$ cat config.mk
export PLATFORM = sky130hd
export DESIGN_NAME = frame_track_errdet
export DESIGN_NICKNAME = d
export VERILOG_FILES = /design/src/rtl/ftd_pkg.sv /design/src/rtl/ftd_period_reg.sv /design/src/rtl/ftd_win_meas.sv /design/src/rtl/ftd_err_calc.sv /design/src/rtl/frame_track_errdet.sv
export SDC_FILE = /design/constraint.sdc
export NUM_CORES = 1
export LEC_CHECK = 0
export ABC_AREA = 1
export BUFFER_PORTS_ARGS = -buffer_cell sky130_fd_sc_hd__buf_2
export CAP_MARGIN = 20
export CORE_MARGIN = 2
export CORE_UTILIZATION = 40
export CTS_BUF_LIST = sky130_fd_sc_hd__clkbuf_4
export CTS_CLUSTER_DIAMETER = 30
export DETAILED_ROUTE_END_ITERATION = 8
export GPL_ROUTABILITY_DRIVEN = 1
export GPL_TIMING_DRIVEN = 0
export RECOVER_POWER = 100
export SYNTH_ARGS = -nofsm -noshare
export SYNTH_HDL_FRONTEND = slang
export SYNTH_HIERARCHICAL = 1
export SYNTH_SLANG_ARGS = --single-unit
$ cat constraint.sdc
create_clock -name clk -period 20.2 [get_ports clk]
set_clock_uncertainty 0.1 [all_clocks]
set_input_delay 2.02 -clock clk [delete_from_list [all_inputs] [get_ports clk]]
set_output_delay 2.02 -clock clk [all_outputs]
set_load 0.01 [all_outputs]
$ cat src/rtl/ftd_pkg.sv
package ftd_pkg;

   // decoded ratio: frames per window on each side
   typedef struct packed {
      logic       ok;
      logic [2:0] n_in;
      logic [2:0] n_out;
   } ratio_t;

   function automatic ratio_t ratio_decode(input logic [2:0] code);
      ratio_t r;
      r = '0;
      unique case (code)
         3'd0: r = '{ok: 1'b1, n_in: 3'd1, n_out: 3'd1};
         3'd1: r = '{ok: 1'b1, n_in: 3'd2, n_out: 3'd1};
         3'd2: r = '{ok: 1'b1, n_in: 3'd1, n_out: 3'd2};
         3'd3: r = '{ok: 1'b1, n_in: 3'd5, n_out: 3'd2};
         3'd4: r = '{ok: 1'b1, n_in: 3'd2, n_out: 3'd5};
         default: r = '0;
      endcase
      return r;
   endfunction

endpackage

$ cat src/rtl/ftd_period_reg.sv
module ftd_period_reg #(
   parameter int               PER_W   = 32,
   parameter int               BYTE_W  = 8,
   parameter logic [PER_W-1:0] PER_RST = '0,
   localparam int              NBYTES  = PER_W / BYTE_W,
   localparam int              AW      = (NBYTES > 1) ? $clog2(NBYTES) : 1
) (
   input  logic              clk,
   input  logic              rst_n,
   input  logic              cfg_we,
   input  logic [AW-1:0]     cfg_addr,
   input  logic [BYTE_W-1:0] cfg_wdata,
   input  logic              upd,
   output logic [PER_W-1:0]  period_active
);

   initial begin
      assert (PER_W % BYTE_W == 0) else $error("period width must be whole bytes");
      assert (NBYTES >= 1) else $error("period needs at least one byte");
   end

   logic [BYTE_W-1:0] shadow_b [NBYTES];
   logic [PER_W-1:0]  shadow_flat;
   logic              upd_q;
   logic              upd_rise;

   for (genvar b = 0; b < NBYTES; b++) begin : g_byte
      always_ff @(posedge clk or negedge rst_n) begin
         if (!rst_n)
            shadow_b[b] <= PER_RST[b*BYTE_W +: BYTE_W];
         else if (cfg_we && (cfg_addr == AW'(b)))
            shadow_b[b] <= cfg_wdata;
      end
      assign shadow_flat[b*BYTE_W +: BYTE_W] = shadow_b[b];
   end

   always_ff @(posedge clk or negedge rst_n) begin
      if (!rst_n) upd_q <= 1'b0;
      else        upd_q <= upd;
   end

   assign upd_rise = upd & ~upd_q;

   always_ff @(posedge clk or negedge rst_n) begin
      if (!rst_n)        period_active <= PER_RST;
      else if (upd_rise) period_active <= shadow_flat;
   end

   // no edge, no change
   p_period_hold_r2: assert property (@(posedge clk) disable iff (!rst_n)
      !(upd && !upd_q) |=> $stable(period_active));

   // edge copies the shadow seen at that edge
   p_period_load_r1: assert property (@(posedge clk) disable iff (!rst_n)
      (upd && !upd_q) |=> (period_active == $past(shadow_flat)));

endmodule

$ cat src/rtl/ftd_win_meas.sv
module ftd_win_meas #(
   parameter int CNT_W = 32,
   parameter int FRM_W = 3
) (
   input  logic             clk,
   input  logic             rst_n,
   input  logic             clr,
   input  logic             vs,
   input  logic [FRM_W-1:0] frames,
   input  logic [CNT_W-1:0] ts,
   output logic             bnd,
   output logic             has_len_nx,
   output logic [CNT_W-1:0] ts_nx,
   output logic [CNT_W-1:0] len_nx
);

   initial begin
      assert (CNT_W >= 8) else $error("window counter too narrow");
      assert (FRM_W >= 1) else $error("frame counter needs a bit");
   end

   logic             vs_q;
   logic             vs_edge;
   logic [FRM_W-1:0] frm_cnt;
   logic             frm_last;
   logic             has_bnd;
   logic             has_len;
   logic [CNT_W-1:0] last_ts;
   logic [CNT_W-1:0] last_len;

   assign vs_edge  = vs & ~vs_q;
   assign frm_last = (frm_cnt == frames - FRM_W'(1));
   assign bnd      = vs_edge && (frm_cnt == '0) && !clr;

   always_comb begin
      has_len_nx = has_len;
      ts_nx      = last_ts;
      len_nx     = last_len;
      if (bnd) begin
         ts_nx = ts;
         if (has_bnd) begin
            has_len_nx = 1'b1;
            len_nx     = ts - last_ts;
         end
      end
   end

   always_ff @(posedge clk or negedge rst_n) begin
      if (!rst_n) vs_q <= 1'b0;
      else        vs_q <= vs;
   end

   always_ff @(posedge clk or negedge rst_n) begin
      if (!rst_n) begin
         frm_cnt  <= '0;
         has_bnd  <= 1'b0;
         has_len  <= 1'b0;
         last_ts  <= '0;
         last_len <= '0;
      end else if (clr) begin
         frm_cnt  <= '0;
         has_bnd  <= 1'b0;
         has_len  <= 1'b0;
         last_ts  <= '0;
         last_len <= '0;
      end else begin
         if (vs_edge) frm_cnt <= frm_last ? '0 : frm_cnt + FRM_W'(1);
         if (bnd)     has_bnd <= 1'b1;
         has_len  <= has_len_nx;
         last_ts  <= ts_nx;
         last_len <= len_nx;
      end
   end

   // frame count stays inside the window
   p_frm_range_r6: assert property (@(posedge clk) disable iff (!rst_n || clr)
      (frames != '0) |-> (frm_cnt < frames));

   // a length needs two boundaries
   p_len_after_bnd_r6: assert property (@(posedge clk) disable iff (!rst_n)
      has_len |-> has_bnd);

endmodule

$ cat src/rtl/ftd_err_calc.sv
module ftd_err_calc #(
   parameter int CNT_W   = 32,
   parameter int ERR_W   = 24,
   parameter bit ERR_SAT = 1'b1
) (
   input  logic             clk,
   input  logic             rst_n,
   input  logic             clr,
   input  logic             err_mode,
   input  logic             in_bnd,
   input  logic             in_has_len,
   input  logic [CNT_W-1:0] in_ts,
   input  logic [CNT_W-1:0] in_len,
   input  logic             out_bnd,
   input  logic             out_has_len,
   input  logic [CNT_W-1:0] out_ts,
   input  logic [CNT_W-1:0] out_len,
   output logic [ERR_W-1:0] err_word,
   output logic             err_valid
);

   initial begin
      assert (ERR_W <= CNT_W) else $error("error word wider than counters");
      assert (ERR_W >= 2) else $error("error word too narrow");
   end

   logic                    fire;
   logic signed [CNT_W-1:0] freq_raw;
   logic signed [CNT_W-1:0] back;
   logic signed [CNT_W-1:0] fwd;
   logic signed [CNT_W-1:0] phase_raw;
   logic signed [CNT_W-1:0] sel_raw;
   logic [ERR_W-1:0]        clip;
   logic [CNT_W-1:0]        ph_mag;

   assign fire     = in_bnd & in_has_len & out_has_len & !clr;
   assign freq_raw = $signed(out_len - in_len);
   assign back     = out_bnd ? '0 : $signed(out_ts - in_ts);
   assign fwd      = back + $signed(out_len);

   always_comb begin
      if (-back <= fwd) phase_raw = back;
      else              phase_raw = fwd;
   end

   assign sel_raw = err_mode ? freq_raw : phase_raw;
   assign ph_mag  = (phase_raw < 0) ? $unsigned(-phase_raw) : $unsigned(phase_raw);

   if (ERR_SAT) begin : g_sat
      localparam logic signed [CNT_W-1:0] HI =
         {{(CNT_W-ERR_W+1){1'b0}}, {(ERR_W-1){1'b1}}};
      localparam logic signed [CNT_W-1:0] LO = ~HI;
      always_comb begin
         if (sel_raw > HI)      clip = HI[ERR_W-1:0];
         else if (sel_raw < LO) clip = LO[ERR_W-1:0];
         else                   clip = sel_raw[ERR_W-1:0];
      end
   end else begin : g_wrap
      assign clip = sel_raw[ERR_W-1:0];
   end

   always_ff @(posedge clk or negedge rst_n) begin
      if (!rst_n) begin
         err_word  <= '0;
         err_valid <= 1'b0;
      end else if (clr) begin
         err_word  <= '0;
         err_valid <= 1'b0;
      end else begin
         err_valid <= fire;
         if (fire) err_word <= clip;
      end
   end

   // chosen phase lies within half an output window
   p_phase_half_r8: assert property (@(posedge clk) disable iff (!rst_n)
      (fire && !err_mode) |-> ({1'b0, ph_mag, 1'b0} <= {2'b00, out_len}));

   // a result needs both windows measured
   p_valid_cause_r9: assert property (@(posedge clk) disable iff (!rst_n)
      (!in_bnd || !out_has_len) |=> !err_valid);

endmodule

$ cat src/rtl/frame_track_errdet.sv
module frame_track_errdet #(
   parameter int               CNT_W   = 32,
   parameter int               ERR_W   = 24,
   parameter int               PER_W   = 32,
   parameter int               BYTE_W  = 8,
   parameter bit               ERR_SAT = 1'b1,
   parameter logic [PER_W-1:0] PER_RST = '0,
   localparam int              NBYTES  = PER_W / BYTE_W,
   localparam int              ADDR_W  = (NBYTES > 1) ? $clog2(NBYTES) : 1
) (
   input  logic              clk,
   input  logic              rst_n,
   input  logic              vs_in,
   input  logic              vs_out,
   input  logic [2:0]        ratio_sel,
   input  logic              err_mode,
   input  logic              cfg_we,
   input  logic [ADDR_W-1:0] cfg_addr,
   input  logic [BYTE_W-1:0] cfg_wdata,
   input  logic              period_upd,
   output logic [PER_W-1:0]  period_active,
   output logic [ERR_W-1:0]  err_word,
   output logic              err_valid
);
   import ftd_pkg::*;

   localparam int FRM_W = 3;

   ratio_t           dec;
   logic [2:0]       ratio_q;
   logic             mode_q;
   logic             mode_chg;
   logic             clr;
   logic [CNT_W-1:0] ts;

   logic             in_bnd,  out_bnd;
   logic             in_hl,   out_hl;
   logic [CNT_W-1:0] in_ts,   out_ts;
   logic [CNT_W-1:0] in_len,  out_len;

   assign dec      = ratio_decode(ratio_sel);
   assign mode_chg = (ratio_sel != ratio_q) || (err_mode != mode_q);
   assign clr      = mode_chg || !dec.ok;

   always_ff @(posedge clk or negedge rst_n) begin
      if (!rst_n) begin
         ratio_q <= '0;
         mode_q  <= 1'b0;
      end else begin
         ratio_q <= ratio_sel;
         mode_q  <= err_mode;
      end
   end

   always_ff @(posedge clk or negedge rst_n) begin
      if (!rst_n)   ts <= '0;
      else if (clr) ts <= '0;
      else          ts <= ts + CNT_W'(1);
   end

   ftd_period_reg #(.PER_W(PER_W), .BYTE_W(BYTE_W), .PER_RST(PER_RST)) u_per (
      .clk           (clk),
      .rst_n         (rst_n),
      .cfg_we        (cfg_we),
      .cfg_addr      (cfg_addr),
      .cfg_wdata     (cfg_wdata),
      .upd           (period_upd),
      .period_active (period_active)
   );

   ftd_win_meas #(.CNT_W(CNT_W), .FRM_W(FRM_W)) u_win_in (
      .clk        (clk),
      .rst_n      (rst_n),
      .clr        (clr),
      .vs         (vs_in),
      .frames     (dec.n_in),
      .ts         (ts),
      .bnd        (in_bnd),
      .has_len_nx (in_hl),
      .ts_nx      (in_ts),
      .len_nx     (in_len)
   );

   ftd_win_meas #(.CNT_W(CNT_W), .FRM_W(FRM_W)) u_win_out (
      .clk        (clk),
      .rst_n      (rst_n),
      .clr        (clr),
      .vs         (vs_out),
      .frames     (dec.n_out),
      .ts         (ts),
      .bnd        (out_bnd),
      .has_len_nx (out_hl),
      .ts_nx      (out_ts),
      .len_nx     (out_len)
   );

   ftd_err_calc #(.CNT_W(CNT_W), .ERR_W(ERR_W), .ERR_SAT(ERR_SAT)) u_calc (
      .clk         (clk),
      .rst_n       (rst_n),
      .clr         (clr),
      .err_mode    (err_mode),
      .in_bnd      (in_bnd),
      .in_has_len  (in_hl),
      .in_ts       (in_ts),
      .in_len      (in_len),
      .out_bnd     (out_bnd),
      .out_has_len (out_hl),
      .out_ts      (out_ts),
      .out_len     (out_len),
      .err_word    (err_word),
      .err_valid   (err_valid)
   );

   // a mode change clears the result on the next cycle
   p_mode_clear_r10: assert property (@(posedge clk) disable iff (!rst_n)
      mode_chg |=> (err_word == '0) && !err_valid);

   // unsupported ratio codes stay silent
   p_bad_code_r5: assert property (@(posedge clk) disable iff (!rst_n)
      (ratio_sel > 3'd4) |=> !err_valid && (err_word == '0));

endmodule

Word-level counts from Yosys, hierarchy flattened
Index checks and enable logic that the tools add are counted.
{"block": "word_totals", "ff_bits": 266, "latchBits": 0, "ram_bits": 0, "rom_bits": 0, "input_bits": 20, "output_inout_bits": 57, "elab_cells": 114, "mem_count": 0}
{"block": "classes", "add_sub_neg": 11, "n_mul": 0, "div": 0, "n_lt_le_gt_ge": 3, "eq_ne": 11, "n_shift": 0, "muxes": 36, "bitwise": 9, "n_reduce_logical": 21}
{"op": "$mux W32", "n": 14}
{"op": "$sub A32 B32 Y32", "n": 4}
{"op": "$mux W24", "n": 4}
{"op": "$pmux W7 S5", "n": 1}
{"op": "$add A32 B1 Y32 const B", "n": 1}
{"op": "$add A32 B32 Y32", "n": 1}
{"op": "$gt A32 B24 Y1 const B", "n": 1}
{"op": "$le A32 B32 Y1", "n": 1}
{"op": "$lt A32 B24 Y1 const B", "n": 1}
{"op": "$neg A32 Y32", "n": 1}
{"op": "$mux W3", "n": 6}
{"op": "$mux W1", "n": 11}
{"op": "$reduce_bool A2 Y1", "n": 5}
{"op": "$logic_not A3 Y1", "n": 3}
{"op": "$logic_and A1 B1 Y1", "n": 8}
{"op": "$add A3 B1 Y3 const B", "n": 2}
{"op": "$and A1 B1 Y1", "n": 6}
{"op": "$eq A3 B2 Y1 const B", "n": 2}
{"op": "$eq A3 B3 Y1", "n": 2}
{"op": "$sub A3 B1 Y3 const B", "n": 2}
{"op": "$eq A2 B2 Y1 const B", "n": 2}
{"op": "$eq A3 B1 Y1 const B", "n": 1}
{"op": "$eq A3 B3 Y1 const B", "n": 1}
{"op": "$ne A3 B3 Y1", "n": 1}
{"op": "6 further kinds", "n": 10}

Depth between registers and ports, before layout
{"block": "depth", "word_depth": 18, "mapped_depth": 67, "mapped_depth_nobuf": 63}

Cells and area by module
The synthesis kept the hierarchy.
{"mod": "ftd_win_meas", "instances": 2, "cells_per_inst": 930, "area_per_inst_um2": 5814.3, "seq_area_each_um2": 1751.7}
{"mod": "ftd_err_calc", "instances": 1, "cells_per_inst": 1550, "area_per_inst_um2": 8922.3, "seq_area_each_um2": 625.6}
{"mod": "ftd_period_reg", "instances": 1, "cells_per_inst": 284, "area_per_inst_um2": 2741.4, "seq_area_each_um2": 1626.6}
{"mod": "frame_track_errdet", "instances": 1, "cells_per_inst": 267, "area_per_inst_um2": 2062.0, "seq_area_each_um2": 900.9}

Worst setup path after synthesis
No wires, ideal clock.
{"block": "synth_timing", "path_type": "input to register", "from": "input port ratio_sel[1]", "to": "register u_calc.err_word[11]", "setup_ps": 117, "arrival_ps": 9217, "path_slack_ps": 10766, "stages": 55, "cell_sequence": "xnor2_1 > nand3_2 > nor2_8 > inv_4 > buf_12 > buf_6 > nor3_4 > nand2_2 > buf_2 > buf_2 > o21ai_0 > inv_1 > inv_1 > ha_1 > inv_1 > fa_1 > nand3_1 > nand3_2 > (+19 left out) > a211oi_1 > nor2_1 > nor2_4 > nand3_1 > nand2_4 > nand3_4 > buf_8 > nand2_2 > nand3_2 > nand2_2 > nand2_1 > nor2_2 > nand3_2 > nand2_4 > buf_6 > nand2_1 > nand2_1 > nand2_1"}
{"block": "synth_via", "elab_chain_len": 18, "elab_cells_between_ends": 37}
{"item": "from (decl)", "line": "frame_track_errdet.sv:15", "source": "input logic [2:0] ratio_sel,"}
{"item": "$eq A3 B3 Y1, or another cell as far along", "line": "ftd_pkg.sv:13", "source": "unique case (code)"}
{"item": "$pmux W7 S5", "line": "ftd_pkg.sv:13"}
{"item": "$logic_not A1 Y1", "line": "frame_track_errdet.sv:43", "source": "assign clr = mode_chg || !dec.ok;"}
{"item": "$logic_or A1 B1 Y1 (*)", "line": "frame_track_errdet.sv:43"}
{"item": "named net clr", "line": "frame_track_errdet.sv:33", "source": "logic clr;"}
{"item": "$logic_not A1 Y1 (*)", "line": "ftd_win_meas.sv:33", "source": "assign bnd = vs_edge && (frm_cnt == '0) && !clr;"}
{"item": "$logic_and A1 B1 Y1 (*)", "line": "ftd_win_meas.sv:33"}
{"item": "$mux W32 (*)", "line": "ftd_win_meas.sv:39", "source": "if (bnd) begin"}
{"item": "named net out_ts[0]", "line": "frame_track_errdet.sv:38", "source": "logic [CNT_W-1:0] in_ts, out_ts;"}
{"item": "(+3 left out)"}
{"item": "$le A32 B32 Y1", "line": "ftd_err_calc.sv:42", "source": "if (-back <= fwd) phase_raw = back;"}
{"item": "$mux W32 (*)", "line": "ftd_err_calc.sv:42"}
{"item": "$mux W32 (*)", "line": "ftd_err_calc.sv:46", "source": "assign sel_raw = err_mode ? freq_raw : phase_raw;"}
{"item": "$lt A32 B24 Y1", "line": "ftd_err_calc.sv:55", "source": "else if (sel_raw < LO) clip = LO[ERR_W-1:0];"}
{"item": "$mux W24", "line": "ftd_err_calc.sv:55"}
{"item": "$mux W24 (*)", "line": "ftd_err_calc.sv:54", "source": "if (sel_raw > HI) clip = HI[ERR_W-1:0];"}
{"item": "$mux W24 (*)", "line": "ftd_err_calc.sv:71", "source": "if (fire) err_word <= clip;"}
{"item": "$mux W24 (*)", "line": "ftd_err_calc.sv:66", "source": "end else if (clr) begin"}
{"item": "to (signal assigned)", "line": "ftd_err_calc.sv:71"}
{"item": "to (decl)", "line": "ftd_err_calc.sv:18", "source": "output logic [ERR_W-1:0] err_word,"}
The timed path passes the listed nets; every way through them passes the cells marked *. The select of a mux whose other input is x is not followed.
A chain may end at the register's enable or synchronous reset.

Worst setup path in the final report
Same ends and word-level chain as after synthesis.

==> run summary <==
Cell repeated most along the worst path - nand2_1
Max-cap violation count - 4
Final instance area - 0.0274 mm²
CP Capture Type - flop
Ys async rst share - 1.00
Clock transition at path regs - 60 ps
Die Wd - 256 µm
Hold path cells - 2
CTS tree - yes
RSZ-0062 raised after global routing - false
Iteration-0 DRC Markers - 1905
Die Y - 256 µm
Clk Latency, worst-skew pair - 860 ps
Placed inst area - 0.0269 mm²
Final setup viols - 0
Setup Buffers After CTS - 0
First-pass detailed-route iteration total - 6
# fillers - 7003
Drc violations - 0
Max incr delay on CP - 910 ps
CTS Buf Count - 79
Crit Path Class - in -> reg
Placer Congestion - 0.945
Post-Syn Instances - 3961
DR vias - 24500
Share of layout cells above drive strength 1 - 0.0851
Worst slew pin tran - 5130 ps
Final Max Slew Viols - 286
Initial antenna violation count - 3
Leak Pwr - 16.2 nW
Maximum clock rate - 67.1 MHz
Multi-input gate area - 0.0152 mm²
Syn Nets - 4182
CTS sink cnt - 266
HPWL after DPL - 66400 µm
Clock Tree Buf Depth - 3
Syn-to-layout area delta - 8.06%
Core ar. - 0.0629 mm²
Die area - 0.0654 mm²
Cell Area, Synth - 0.0254 mm²
Power Dens Cells - 62.4 mW/mm²
Global router's overall resource usage - 0.250
Clk root buf - clkbuf_4
Post-cts sizing count - 0
Setup TNS - 0 ps
Avg Inst Size Synth - 6.40 µm²
GRT overflow - 0
Largest fanout on the critical path - 14
Post-synth cell types - 64
Yosys warns - 6
Pin count of the biggest net entering global routing - 100
Slowest cell on crit path - nor2_1
Final period utilization - 0.737
CP Launch Type - input pin
Tmin final - 14890 ps
Post-route ant nets - 0
Peak supply drop - 0.0390 mV
Status - finished with violations
Number of global-route vias before repair - 23500
Detailed Route WL - 81000 µm
Most frequent cells in the layout - nand2_1, inv_1, nor2_1
Violated checks - max-capacitance violations, max-slew violations
Synth Flop Type - dfrtp_1
Vias per Instance - 4.89
Sequential fraction of the synthesis area - 0.263
Nets@finish - 4341
Post-synth EDFFs - 0
Port Buffer Count - 75
Global-route wire length before repair - 129000 µm
Starting Density - 0.403
Boundary Pins - 77
Most common cell after layout, fill and taps aside - nand2_1
Hold crit path type - reg -> reg
Final hold vios - 0
Hold WS - 369 ps
Worst reg-to-reg path cell count - 57
FF+latch count, synth - 266
Hold_buf cts - 0
# rows - 92
Worst EP required - 20820 ps
Register area - 0.00666 mm²
Per-cell routed wire length - 16.1 µm
Arrival time worst endpoint - 15510 ps
Slew HR - -2.42
H-tree levels - 3
synthesized netlist by cell type, types with 23 or more instances:
cell type	number	area share
or2_2	63	0.016
nor3_1	31	0.0061
nand2_2	36	0.0089
xnor2_1	48	0.017
xor2_1	74	0.026
buf_2	26	0.0051
nor2_1	350	0.052
a21oi_1	189	0.037
dfrtp_1	266	0.26
nand4_1	58	0.014
o21ai_0	151	0.030
nand3_1	186	0.037
nand3b_1	23	0.0068
ha_1	196	0.097
buf_6	23	0.010
nand2_1	1272	0.19
clkbuf_1	28	0.0041
inv_1	710	0.11
critical path, delay by kind of cell:
kind / cells / cell delay [ps]
and+or+nand+nor: 32 / 5470
adders and majority gates: 4 / 1300
AOI/OAI and AO/OA: 8 / 2640
buffers and inverters: 13 / 3880
xor gates and xnor gates: 1 / 170
worst paths after layout:
kind | startpoint | to | slack, ps
worst max-delay path | ratio_sel[1] | u_calc/err_word[11] | 5310
worst min-delay path | u_per/period_active[3] | u_per/period_active[3] | 370
worst max register to register | mode_q | u_calc/err_word[11] | 6350
worst min register to register | u_per/period_active[3] | u_per/period_active[3] | 370
max in group asynchronous | rst_n | u_per/period_active[25] | 10390
min in group asynchronous | rst_n | ts[28] | 2930
final cells by class:
cell class,instances,share of cell area
inverters,733,0.101
clock inverters,23,0.00607
flip-flops and latches,266,0.243
plain buffers,87,0.0159
repair buffers,78,0.0112
well taps,846,0.0386
clock buffers,109,0.0299
diodes,6,0.000548
multi-input cells,2875,0.554
report_power, final:
group | total, W | switching [W] | internal [W]
registers | 0.000570 | 0.0000137 | 0.000556
clock network | 0.000524 | 0.000249 | 0.000274
logic | 0.000615 | 0.000421 | 0.000194
sequential cells by signal, summed over array words and instances, names as in the netlist, 3 cells and up:
signal,cells
u_calc/err_word,24
u_win_out/frm_cnt,3
u_win_in/last_ts,32
ts,32
u_per/period_active,32
u_win_out/last_len,32
u_win_out/last_ts,32
u_win_in/last_len,32
ratio_q,3
u_per/shadow_b,32
u_win_in/frm_cnt,3
stage by stage:
step                utilization  power [W]  std cells  setup WS, ps
floorplan                     -    0.00103       3961         10770
global placement          0.426    0.00121       4882          7810
detailed placement        0.427    0.00121       4885          8160
CTS                       0.443    0.00175       5017          9050
global route              0.436    0.00184       5023          4060
finish                    0.436    0.00171       5023          5310
logic make-up (layout without fill, tap and decap cells):
family | after synthesis | after routing | share of synthesized area
buffers and inverters | 820 | 1030 | 0.133
multiplexers | 2 | 2 | 0.000790
AND/OR/NAND/NOR | 2127 | 2127 | 0.370
adder cells (fa/ha/maj) | 201 | 201 | 0.101
AO/OA/AOI/OAI | 423 | 423 | 0.0910
XOR/XNOR | 122 | 122 | 0.0421
flip-flops | 266 | 266 | 0.263
other | 0 | 6 | 0
routing by layer:
layer  routed length, µm  vias up  track usage
met2               34900      670        0.392
met4                3290        2       0.0989
met5                   8        -            0
li1                    -    12700            -
met1               37800    11100        0.335
met3                5120      138       0.0539
Power figures use the tool's default switching activity.
